### src/rtl/dup_remap_pkg.sv
package dup_remap_pkg;

    localparam int INSN_W  = 32;
    localparam int REG_W   = 5;
    localparam int OPC_W   = 7;
    localparam int F3_W    = 3;
    localparam int F7_W    = 7;
    localparam int IMM_W   = 12;
    localparam int SLO_W   = 5;
    localparam int SHI_W   = IMM_W - SLO_W;
    localparam int N_TYPES = 4;
    localparam int N_REGS  = 3;

    // Type indices; lower index has higher priority.
    localparam int IDX_LOAD  = 0;
    localparam int IDX_STORE = 1;
    localparam int IDX_RR    = 2;
    localparam int IDX_RI    = 3;

    // Classes whose address offset is moved into the shadow region.
    localparam logic [N_TYPES-1:0] MEM_TYPES = 4'b0011;

    // Register operand slots.
    localparam int SLOT_RD  = 0;
    localparam int SLOT_RS1 = 1;
    localparam int SLOT_RS2 = 2;

    typedef logic [REG_W-1:0]  reg_idx_t;
    typedef logic [IMM_W-1:0]  off_t;
    typedef logic [INSN_W-1:0] insn_t;

    typedef struct packed {
        logic [OPC_W-1:0] opc;
        reg_idx_t         rd;
        logic [F3_W-1:0]  f3;
        reg_idx_t         rs1;
        reg_idx_t         rs2;
        logic [F7_W-1:0]  f7;
        off_t             imm;
        off_t             soff;
    } fields_t;

    // Zero stays zero; every other index is moved into the upper half.
    function automatic reg_idx_t shadow_reg(input reg_idx_t r);
        return (r == '0) ? r : {1'b1, r[REG_W-2:0]};
    endfunction

    // Offset moved into the shadow memory region.
    function automatic off_t shadow_off(input off_t o);
        return {2'b01, o[IMM_W-3:0]};
    endfunction

endpackage

### src/rtl/dup_reg_remap.sv
module dup_reg_remap
    import dup_remap_pkg::*;
(
    input  reg_idx_t orig,
    output reg_idx_t shadow
);
    always_comb shadow = shadow_reg(orig);

    always_comb begin
        if (orig == '0)
            AST_ZERO_REG_KEPT: assert (shadow == '0);
        else
            AST_REG_UPPER_HALF: assert (shadow[REG_W-1] && shadow[REG_W-2:0] == orig[REG_W-2:0]);
    end
endmodule

### src/rtl/dup_off_remap.sv
module dup_off_remap
    import dup_remap_pkg::*;
(
    input  off_t orig,
    output off_t shadow
);
    always_comb shadow = shadow_off(orig);
endmodule

### src/rtl/dup_word_build.sv
module dup_word_build
    import dup_remap_pkg::*;
(
    input  fields_t                       raw,
    input  reg_idx_t [N_REGS-1:0]         regs_new,
    input  off_t                          imm_new,
    input  off_t                          soff_new,
    output logic [N_TYPES-1:0][INSN_W-1:0] words
);
    for (genvar t = 0; t < N_TYPES; t++) begin : g_type
        off_t ioff;
        off_t soff;
        if (MEM_TYPES[t]) begin : g_mem
            assign ioff = imm_new;
            assign soff = soff_new;
        end else begin : g_alu
            assign ioff = raw.imm;
            assign soff = raw.soff;
        end

        if (t == IDX_RR) begin : g_rr
            assign words[t] = {raw.f7, regs_new[SLOT_RS2], regs_new[SLOT_RS1],
                               raw.f3, regs_new[SLOT_RD], raw.opc};
        end else if (t == IDX_STORE) begin : g_st
            assign words[t] = {soff[IMM_W-1:SLO_W], regs_new[SLOT_RS2], regs_new[SLOT_RS1],
                               raw.f3, soff[SLO_W-1:0], raw.opc};
        end else begin : g_imm
            assign words[t] = {ioff, regs_new[SLOT_RS1], raw.f3,
                               regs_new[SLOT_RD], raw.opc};
        end
    end
endmodule

### src/rtl/dup_prio_sel.sv
module dup_prio_sel #(
    parameter int N = 4,
    parameter int W = 32
) (
    input  logic [N-1:0]        sel,
    input  logic [N-1:0][W-1:0] cand,
    input  logic [W-1:0]        fallback,
    output logic [W-1:0]        out
);
    always_comb begin
        out = fallback;
        for (int i = N - 1; i >= 0; i--) begin
            if (sel[i]) out = cand[i];
        end
    end
endmodule

### src/rtl/dup_instr_remap.sv
module dup_instr_remap
    import dup_remap_pkg::*;
(
    input  logic [OPC_W-1:0]  opcode,
    input  logic [REG_W-1:0]  rd,
    input  logic [F3_W-1:0]   funct3,
    input  logic [REG_W-1:0]  rs1,
    input  logic [REG_W-1:0]  rs2,
    input  logic [F7_W-1:0]   funct7,
    input  logic [IMM_W-1:0]  imm12,
    input  logic [SHI_W-1:0]  st_off_hi,
    input  logic [SLO_W-1:0]  st_off_lo,
    input  logic              is_load,
    input  logic              is_store,
    input  logic              is_alu_rr,
    input  logic              is_alu_ri,
    input  logic [INSN_W-1:0] pass_instr,
    output logic [INSN_W-1:0] remap_instr
);
    fields_t                        raw;
    reg_idx_t [N_REGS-1:0]          regs_orig;
    reg_idx_t [N_REGS-1:0]          regs_new;
    off_t                           imm_new;
    off_t                           soff_new;
    logic [N_TYPES-1:0][INSN_W-1:0] words;
    logic [N_TYPES-1:0]             flags;

    always_comb begin
        raw.opc  = opcode;
        raw.rd   = rd;
        raw.f3   = funct3;
        raw.rs1  = rs1;
        raw.rs2  = rs2;
        raw.f7   = funct7;
        raw.imm  = imm12;
        raw.soff = {st_off_hi, st_off_lo};
        regs_orig[SLOT_RD]  = rd;
        regs_orig[SLOT_RS1] = rs1;
        regs_orig[SLOT_RS2] = rs2;
        flags[IDX_LOAD]  = is_load;
        flags[IDX_STORE] = is_store;
        flags[IDX_RR]    = is_alu_rr;
        flags[IDX_RI]    = is_alu_ri;
    end

    for (genvar r = 0; r < N_REGS; r++) begin : g_reg
        dup_reg_remap u_reg (.orig(regs_orig[r]), .shadow(regs_new[r]));
    end

    dup_off_remap u_imm  (.orig(raw.imm),  .shadow(imm_new));
    dup_off_remap u_soff (.orig(raw.soff), .shadow(soff_new));

    dup_word_build u_build (
        .raw      (raw),
        .regs_new (regs_new),
        .imm_new  (imm_new),
        .soff_new (soff_new),
        .words    (words)
    );

    dup_prio_sel #(.N(N_TYPES), .W(INSN_W)) u_sel (
        .sel      (flags),
        .cand     (words),
        .fallback (pass_instr),
        .out      (remap_instr)
    );

    // Port-level checks against the field layout.
    logic store_wins;
    logic rr_wins;
    always_comb begin
        store_wins = is_store && !is_load;
        rr_wins    = is_alu_rr && !is_load && !is_store;
        if (!(is_load || is_store || is_alu_rr || is_alu_ri))
            AST_PASS_THROUGH: assert (remap_instr == pass_instr);
        if (is_load)
            AST_LOAD_OFFSET: assert (remap_instr[31:30] == 2'b01 && remap_instr[29:20] == imm12[9:0]);
        if (store_wins)
            AST_STORE_OFFSET: assert (remap_instr[31:30] == 2'b01 && remap_instr[29:25] == st_off_hi[4:0] && remap_instr[11:7] == st_off_lo);
        if (rr_wins)
            AST_RR_FUNCT_KEPT: assert (remap_instr[31:25] == funct7);
        if (is_load || is_store || is_alu_rr || is_alu_ri)
            AST_OPC_F3_KEPT: assert (remap_instr[6:0] == opcode && remap_instr[14:12] == funct3);
        if ((is_load || is_store || is_alu_rr || is_alu_ri) && rs1 != '0)
            AST_RS1_UPPER: assert (remap_instr[19]);
        if (!store_wins && (is_load || is_alu_rr || is_alu_ri) && rd == '0)
            AST_RD_ZERO_KEPT: assert (remap_instr[11:7] == '0);
    end
endmodule

### config.mk
export PLATFORM = sky130hd
export DESIGN_NAME = dup_instr_remap
export DESIGN_NICKNAME = d
export VERILOG_FILES = /design/src/rtl/dup_remap_pkg.sv /design/src/rtl/dup_reg_remap.sv /design/src/rtl/dup_off_remap.sv /design/src/rtl/dup_word_build.sv /design/src/rtl/dup_prio_sel.sv /design/src/rtl/dup_instr_remap.sv
export SDC_FILE = /design/constraint.sdc
export NUM_CORES = 1
export LEC_CHECK = 0
export ABC_AREA = 1
export BUFFER_PORTS_ARGS = -buffer_cell sky130_fd_sc_hd__buf_2
export CAP_MARGIN = 5
export CELL_PAD_IN_SITES_DETAIL_PLACEMENT = 0
export CELL_PAD_IN_SITES_GLOBAL_PLACEMENT = 2
export CORE_MARGIN = 2
export CORE_UTILIZATION = 11
export DETAILED_ROUTE_END_ITERATION = 8
export PLACE_DENSITY = 0.79
export SYNTH_ARGS = -nofsm -noshare
export SYNTH_HDL_FRONTEND = slang
export SYNTH_SLANG_ARGS = --single-unit
### constraint.sdc
create_clock -name vclk -period 1
set_input_delay 0.15 -clock vclk [all_inputs]
set_output_delay 0.15 -clock vclk [all_outputs]
set_load 0.005 [all_outputs]
==> results.md, run 1 <==
| Item | Reported | Unit |
| --- | --- | --- |
| Start point of the worst hold path | pass_instr[17] | - |
| Final standard cell area without fillers | 0.00185 | sq mm |
| Via count normalized by instance count | 3.74 | - |
| Largest net degree at the start of global routing | 15 | - |
| Iteration-0 DRC Markers | 44 | - |
| Die height | 92.1 | microns |
| Worst supply voltage drop on vdd | 0.000131 | V |
| Static power due to leakage | 0.00108 | uW |
| Final core occ | 24.4 | % |
| DRC errors left | 0 | - |
| Pre-Repair DR Iteration Count | 4 | - |
| Worst min-delay path category | input pin to output pin | - |
| Data required time at the worst endpoint | 850 | ps |
| FP Rows | 32 | - |
| Syn Std Cell Area | 855 | sq um |
| Count of filler cells inserted in the layout | 928 | - |
| Net Count, Synth | 273 | - |
| Headroom to the max-slew limit | 89.4 | % |
| IO buf count | 122 | - |
| Data arrival at the endpoint of the critical path | 910 | ps |
| Routed WL per cell | 11.0 | microns |
| Final worst path period share | 106 | % |
| Starting utilization of the core area | 11.2 | % |
| CORE AREA | 0.00761 | sq mm |
| Finished Layout Cells | 416 | - |
| Synthesized instance count | 181 | - |
| Power Dens Cells | 377 | mW/mm^2 |
| Highest clock rate | 939 | MHz |
| Fraction of final layout cells sized beyond drive strength 1 | 55.1 | % |
| Layout area overhead | 117 | % |
| Total count of max-transition violations in the final report | 0 | - |
| Combined flip-flop and latch cell area | 0 | sq um |
| Maxcap violations | 0 | - |
| Final period demand of the worst path | 1060 | ps |
| Top library cells by usage in the layout, fill and taps aside | sky130_fd_sc_hd__buf_2 (118), sky130_fd_sc_hd__nand2_1 (73), sky130_fd_sc_hd__nand3_1 (28), sky130_fd_sc_hd__nand2_2 (14), sky130_fd_sc_hd__nor2_1 (14) | - |
| Least-Margin Pin Slew | 159 | ps |
| Sequential cell count | 0 | - |
| Violated checks | setup timing | - |
| DIE WIDTH | 92.1 | microns |
| Number of nets in the final layout | 408 | - |
| Die area | 0.00849 | sq mm |
| Global placement routability congestion | 0.813 | - |
| Hold path depth | 4 | - |
| Most common library cell in the layout ignoring fill and taps | sky130_fd_sc_hd__buf_2 | - |
| Number of top-level pins | 124 | - |
| Total power | 699 | uW |
| Startpoint kind of the worst setup timing path | input pin | - |
| Outcome | finished with violations | - |
| Netlist cell types | 22 | - |
| Via count of the first global-routing pass | 1,454 | - |
| Antenna violations before repair | 0 | - |
| Number of placed cells counting well taps | 412 | - |
| Hold Violations, Final | 0 | - |
| Post-route ant nets | 0 | - |
| Post-Route WL | 4580 | microns |
| Unrepaired setup endpoints after global routing | yes | - |
| Worst Setup Slack, final | -64.4 | ps |
| Global-route wire length before repair | 7120 | microns |
| Clock buf count | 0 | - |
| Total congestion overflow | 0 | - |
| Crit Path Category | input pin to output pin | - |
| Ant diodes | 0 | - |
| Placed Instance Area | 0.00165 | sq mm |
| Number of setup violations in the final report | 30 | - |
| Count of synthesis-stage warnings from yosys | 0 | - |
| Post-synthesis average cell area | 4.72 | sq um |
| Portion of the post-synthesis area used by sequential elements | 0 | % |
| Setup crit end kind | output pin | - |
| Vias after detailed routing | 1,557 | - |
| Critical path fanouts, max | 8 | - |
| Detailed placer's ending HPWL | 3930 | microns |
| Sink of the worst hold path | remap_instr[17] | - |
| Gr usage total | 9.97 | % |
metrics by stage:
step / TNS (ps) / setup slack [ps] / hold slack (ps)
finish: -1040 / -64.4 / 555
global route: -2930 / -121 / 577
CTS: -1550 / -70.8 / 556
detailed placement: -5390 / -239 / 554
global placement: -5760 / -263 / 553
floorplan: 0 / 38.2 / 391
logic make-up after synthesis:
kind of cell           synth area share, %
buffers and inverters                 15.7
AOI/OAI and AO/OA                     11.1
and+or+nand+nor                       73.2
worst max-delay path by stage:
stage | start | endpoint | slack, ps | cells past startpoint
floorplan | is_load | remap_instr[12] | 40 | 7
global placement | is_alu_ri | remap_instr[19] | -260 | 7
detailed placement | is_alu_ri | remap_instr[19] | -240 | 7
CTS | is_load | remap_instr[16] | -70 | 7
global route | is_load | remap_instr[14] | -120 | 7
finish | is_load | remap_instr[13] | -60 | 7
per-layer routing:
layer | vias to the layer above | global-route usage [%] | share of wire (%)
met4 | 0 | 0 | 0
met5 | - | 0 | 0
met2 | 28 | 18.2 | 52
met1 | 689 | 13.8 | 45
li1 | 840 | - | -
met3 | 0 | 0.411 | 3.0
worst max-delay path, stage by stage:
cell and delay [ps]:
sky130_fd_sc_hd__buf_12 110, sky130_fd_sc_hd__nor2_8 170, sky130_fd_sc_hd__nand2_8 110, sky130_fd_sc_hd__buf_8 150, sky130_fd_sc_hd__nand2_2 50, sky130_fd_sc_hd__nand2_1 50
sky130_fd_sc_hd__buf_2 110
where the power goes:
| group | total, uW | leakage (uW) | switching, uW | internal [uW] |
|---|---|---|---|---|
| sequential | 0 | 0 | 0 | 0 |
| clock | 0 | 0 | 0 | 0 |
| combinational | 699 | 0.00108 | 323 | 376 |
| total | 699 | 0.00108 | 323 | 376 |
Yosys cell counts:
library cell	n	area [sq um]
sky130_fd_sc_hd__buf_4	2	15.0
sky130_fd_sc_hd__nor2_2	1	6.26
sky130_fd_sc_hd__o211ai_1	2	15.0
sky130_fd_sc_hd__a21oi_1	1	5.00
sky130_fd_sc_hd__buf_6	4	45.0
sky130_fd_sc_hd__nor2_8	2	40.0
sky130_fd_sc_hd__o21ai_1	4	20.0
sky130_fd_sc_hd__nand2_1	86	323
sky130_fd_sc_hd__inv_2	2	7.51
sky130_fd_sc_hd__buf_2	2	10.0
sky130_fd_sc_hd__o21ai_0	5	25.0
sky130_fd_sc_hd__nand3_1	28	140
sky130_fd_sc_hd__nor2_4	1	11.3
sky130_fd_sc_hd__inv_1	15	56.3
sky130_fd_sc_hd__or2_2	1	6.26
sky130_fd_sc_hd__nor3_1	1	5.00
sky130_fd_sc_hd__nand3b_1	1	7.51
sky130_fd_sc_hd__nand4_1	1	6.26
sky130_fd_sc_hd__nand2_4	1	11.3
sky130_fd_sc_hd__nand2_2	2	12.5
sky130_fd_sc_hd__a21boi_0	4	30.0
sky130_fd_sc_hd__nor2_1	15	56.3
what timing repair did:
action | in CTS | in global routing
pin swaps | 15 | 7
endpoints found under the setup margin | 32 | 32
hold endpoints to repair | 0 | 0
gates resized for setup | 42 | 17
hold buffers | 0 | 0
buffers inserted | 4 | 0
cloned | 0 | 0
final cells by class:
class,instances,area (sq um),share of cell area (%)
repair buffers,141,855,46.1
well taps,102,128,6.89
multi-input cells,156,800,43.1
inverters,17,71.3,3.85
No activity file was read; power rests on OpenSTA's default activity.
==> inputs of run 2 (changes only) <==
ABC_AREA = 0   (was 1)
BUFFER_PORTS_ARGS = default   (was -buffer_cell sky130_fd_sc_hd__buf_2)
CORE_UTILIZATION = 28   (was 11)
DONT_BUFFER_PORTS = 1   (was default)
PLACE_DENSITY = 0.82   (was 0.79)
==> run 2 against run 1 <==
  * The flow still finishes with violations (setup timing)
  * Synthesized cell count decreased by 46%
  * Sequential share of layout area stayed put
  * Non-clock buffer count down 138
  * Cell count fell by 70%
  * Fmax is 23% lower
  * Worst hold slack worse by 190 ps
  * Clock-buffer cell count stayed put
  * Combinational power is 62% lower
  * Die area decreased by 63%
  * Largest cell class is now multi-input gates
  * Largest power group unchanged
==> results.md, run 2 <==
| Item | Reported | Unit |
| --- | --- | --- |
| Total congestion overflow | 0 | - |
| Count of filler cells inserted in the layout | 274 | - |
| Via count normalized by instance count | 7.10 | - |
| Worst supply voltage drop on vdd | 0.000128 | V |
| Unrepaired setup endpoints after global routing | yes | - |
| Antenna violations before repair | 0 | - |
| FP Rows | 18 | - |
| Final period demand of the worst path | 1380 | ps |
| Final worst path period share | 138 | % |
| Footprint of the multi-input gates | 764 | sq um |
| Fraction of synthesized cell area taken by the top area cell type | 13.9 | % |
| Post-synthesis average cell area | 7.78 | sq um |
| Post-route ant nets | 0 | - |
| Iteration-0 DRC Markers | 32 | - |
| Number of top-level pins | 124 | - |
| Gr usage total | 14.2 | % |
| Post-Route WL | 2620 | microns |
| Largest net degree at the start of global routing | 27 | - |
| Final core occ | 33.3 | % |
| CORE AREA | 0.00252 | sq mm |
| Detailed placer's ending HPWL | 2030 | microns |
| Violated checks | setup timing | - |
| DRC errors left | 0 | - |
| Worst Setup Slack, final | -377 | ps |
| Switching part of the total power | 42.0 | % |
| Startpoint kind of the worst setup timing path | input pin | - |
| Syn Std Cell Area | 754 | sq um |
| Maxcap violations | 0 | - |
| Hold buffer count at cts | 0 | - |
| Net Count, Synth | 189 | - |
| Number of nets in the final layout | 187 | - |
| Cell types occupying the most area after synthesis | sky130_fd_sc_hd__mux2_4 (14%), sky130_fd_sc_hd__mux2_2 (12%), sky130_fd_sc_hd__o22a_1 (9.3%) | - |
| Via count of the first global-routing pass | 790 | - |
| Layout area overhead | 11.3 | % |
| Die height | 55.9 | microns |
| Routed WL per cell | 21.3 | microns |
| Outcome | finished with violations | - |
| Yosys top cell by area | sky130_fd_sc_hd__mux2_4 | - |
| Power Dens Cells | 319 | mW/mm^2 |
| Setup crit end kind | output pin | - |
| Die area | 0.00313 | sq mm |
| Clock buf count | 0 | - |
| Sw power | 112 | uW |
| Sequential cell count | 0 | - |
| Highest clock rate | 726 | MHz |
| Least-Margin Pin Slew | 451 | ps |
| Sequential Power Share | 0 | % |
| Number of setup violations in the final report | 21 | - |
| Number of placed cells counting well taps | 121 | - |
| Starting utilization of the core area | 29.9 | % |
| Synthesized instance count | 97 | - |
| Global placement routability congestion | 0.668 | - |
| Critical path fanouts, max | 2 | - |
| Data arrival at the endpoint of the critical path | 1230 | ps |
| Static power due to leakage | 0.000283 | uW |
| Finished Layout Cells | 123 | - |
| Pre-Repair DR Iteration Count | 4 | - |
| Hold Violations, Final | 0 | - |
| Worst min-delay path category | input pin to output pin | - |
| Combined flip-flop and latch cell area | 0 | sq um |
| Vias after detailed routing | 873 | - |
| Global-route wire length before repair | 3690 | microns |
| DIE WIDTH | 55.9 | microns |
| Netlist cell types | 31 | - |
| Crit Path Category | input pin to output pin | - |
| Portion of the post-synthesis area used by sequential elements | 0 | % |
| Fraction of final layout cells sized beyond drive strength 1 | 38.7 | % |
| Most frequent cells after synthesis | sky130_fd_sc_hd__mux2_2 (8), sky130_fd_sc_hd__o22a_1 (8), sky130_fd_sc_hd__mux2_4 (7), sky130_fd_sc_hd__a21oi_1 (6) | - |
| Total count of max-transition violations in the final report | 0 | - |
| Sum Neg Setup Slack | -3760 | ps |
| Headroom to the max-slew limit | 69.9 | % |
| Internal power component | 155 | uW |
| Top library cells by usage in the layout, fill and taps aside | sky130_fd_sc_hd__o22a_1 (8), sky130_fd_sc_hd__mux2_2 (8), sky130_fd_sc_hd__mux2_4 (7) | - |
| IO buf count | 0 | - |
| Share of power burned in combinational logic | 100.0 | % |
| Count of synthesis-stage warnings from yosys | 0 | - |
| Ant diodes | 0 | - |
| Data required time at the worst endpoint | 850 | ps |
| Clock group share of total power | 0 | % |
-- run 2: metrics by stage --
stage	power, uW	setup WS, ps	area [sq um]	hold slack [ps]
2_1_floorplan	264	-395	786	404
3_3_place_gp	250	-373	767	371
3_5_place_dp	253	-387	767	367
4_1_cts	262	-387	805	367
5_1_grt	291	-400	840	369
6_report	268	-377	840	365
-- run 2: repair_timing --
action / in CTS / in global routing
cloned: 1 / 1
setup endpoints to repair: 25 / 22
resized for setup: 7 / 6
setup buffers: 0 / 0
pin swaps: 11 / 2
-- run 2: logic make-up after synthesis --
logic type	count (synthesis)	share of synthesized area (%)
AOI/OAI and AO/OA	36	35.5
buffers and inverters	13	10.6
muxes	17	28.5
and+or+nand+nor	31	25.4
-- run 2: path summary, 6_finish.rpt --
path | startpoint | end | slack (ps) | cells after the start
setup / recovery | rs2[0] | remap_instr[24] | -380 | 3
hold / removal | is_store | remap_instr[10] | 370 | 1
-- run 2: final cells by class --
cell class / count / share of cell area, %
Timing Repair Buffer: 3 / 2.68
Multi-Input combinational cell: 86 / 91.1
Tap cell: 30 / 4.47
Inverter: 4 / 1.79
-- run 2: routing by layer --
layer | share of wire [%] | vias to the layer above | GRT usage [%]
met5 | 0 | - | 0
met4 | 0 | 0 | 0
met3 | 10 | 0 | 1.86
met2 | 56 | 78 | 31.1
met1 | 33 | 405 | 14.7
li1 | - | 390 | -
-- run 2: power groups by stage --
stage | clock (uW) | sequential [uW] | combinational (uW)
floorplan | 0 | 0 | 264
global route | 0 | 0 | 291
detailed placement | 0 | 0 | 253
global placement | 0 | 0 | 250
finish | 0 | 0 | 268
CTS | 0 | 0 | 262
-- run 2: worst max-delay path: stages --
cell and delay, ps:
sky130_fd_sc_hd__or4_4 510, sky130_fd_sc_hd__or4_4 420, sky130_fd_sc_hd__o221a_2 140
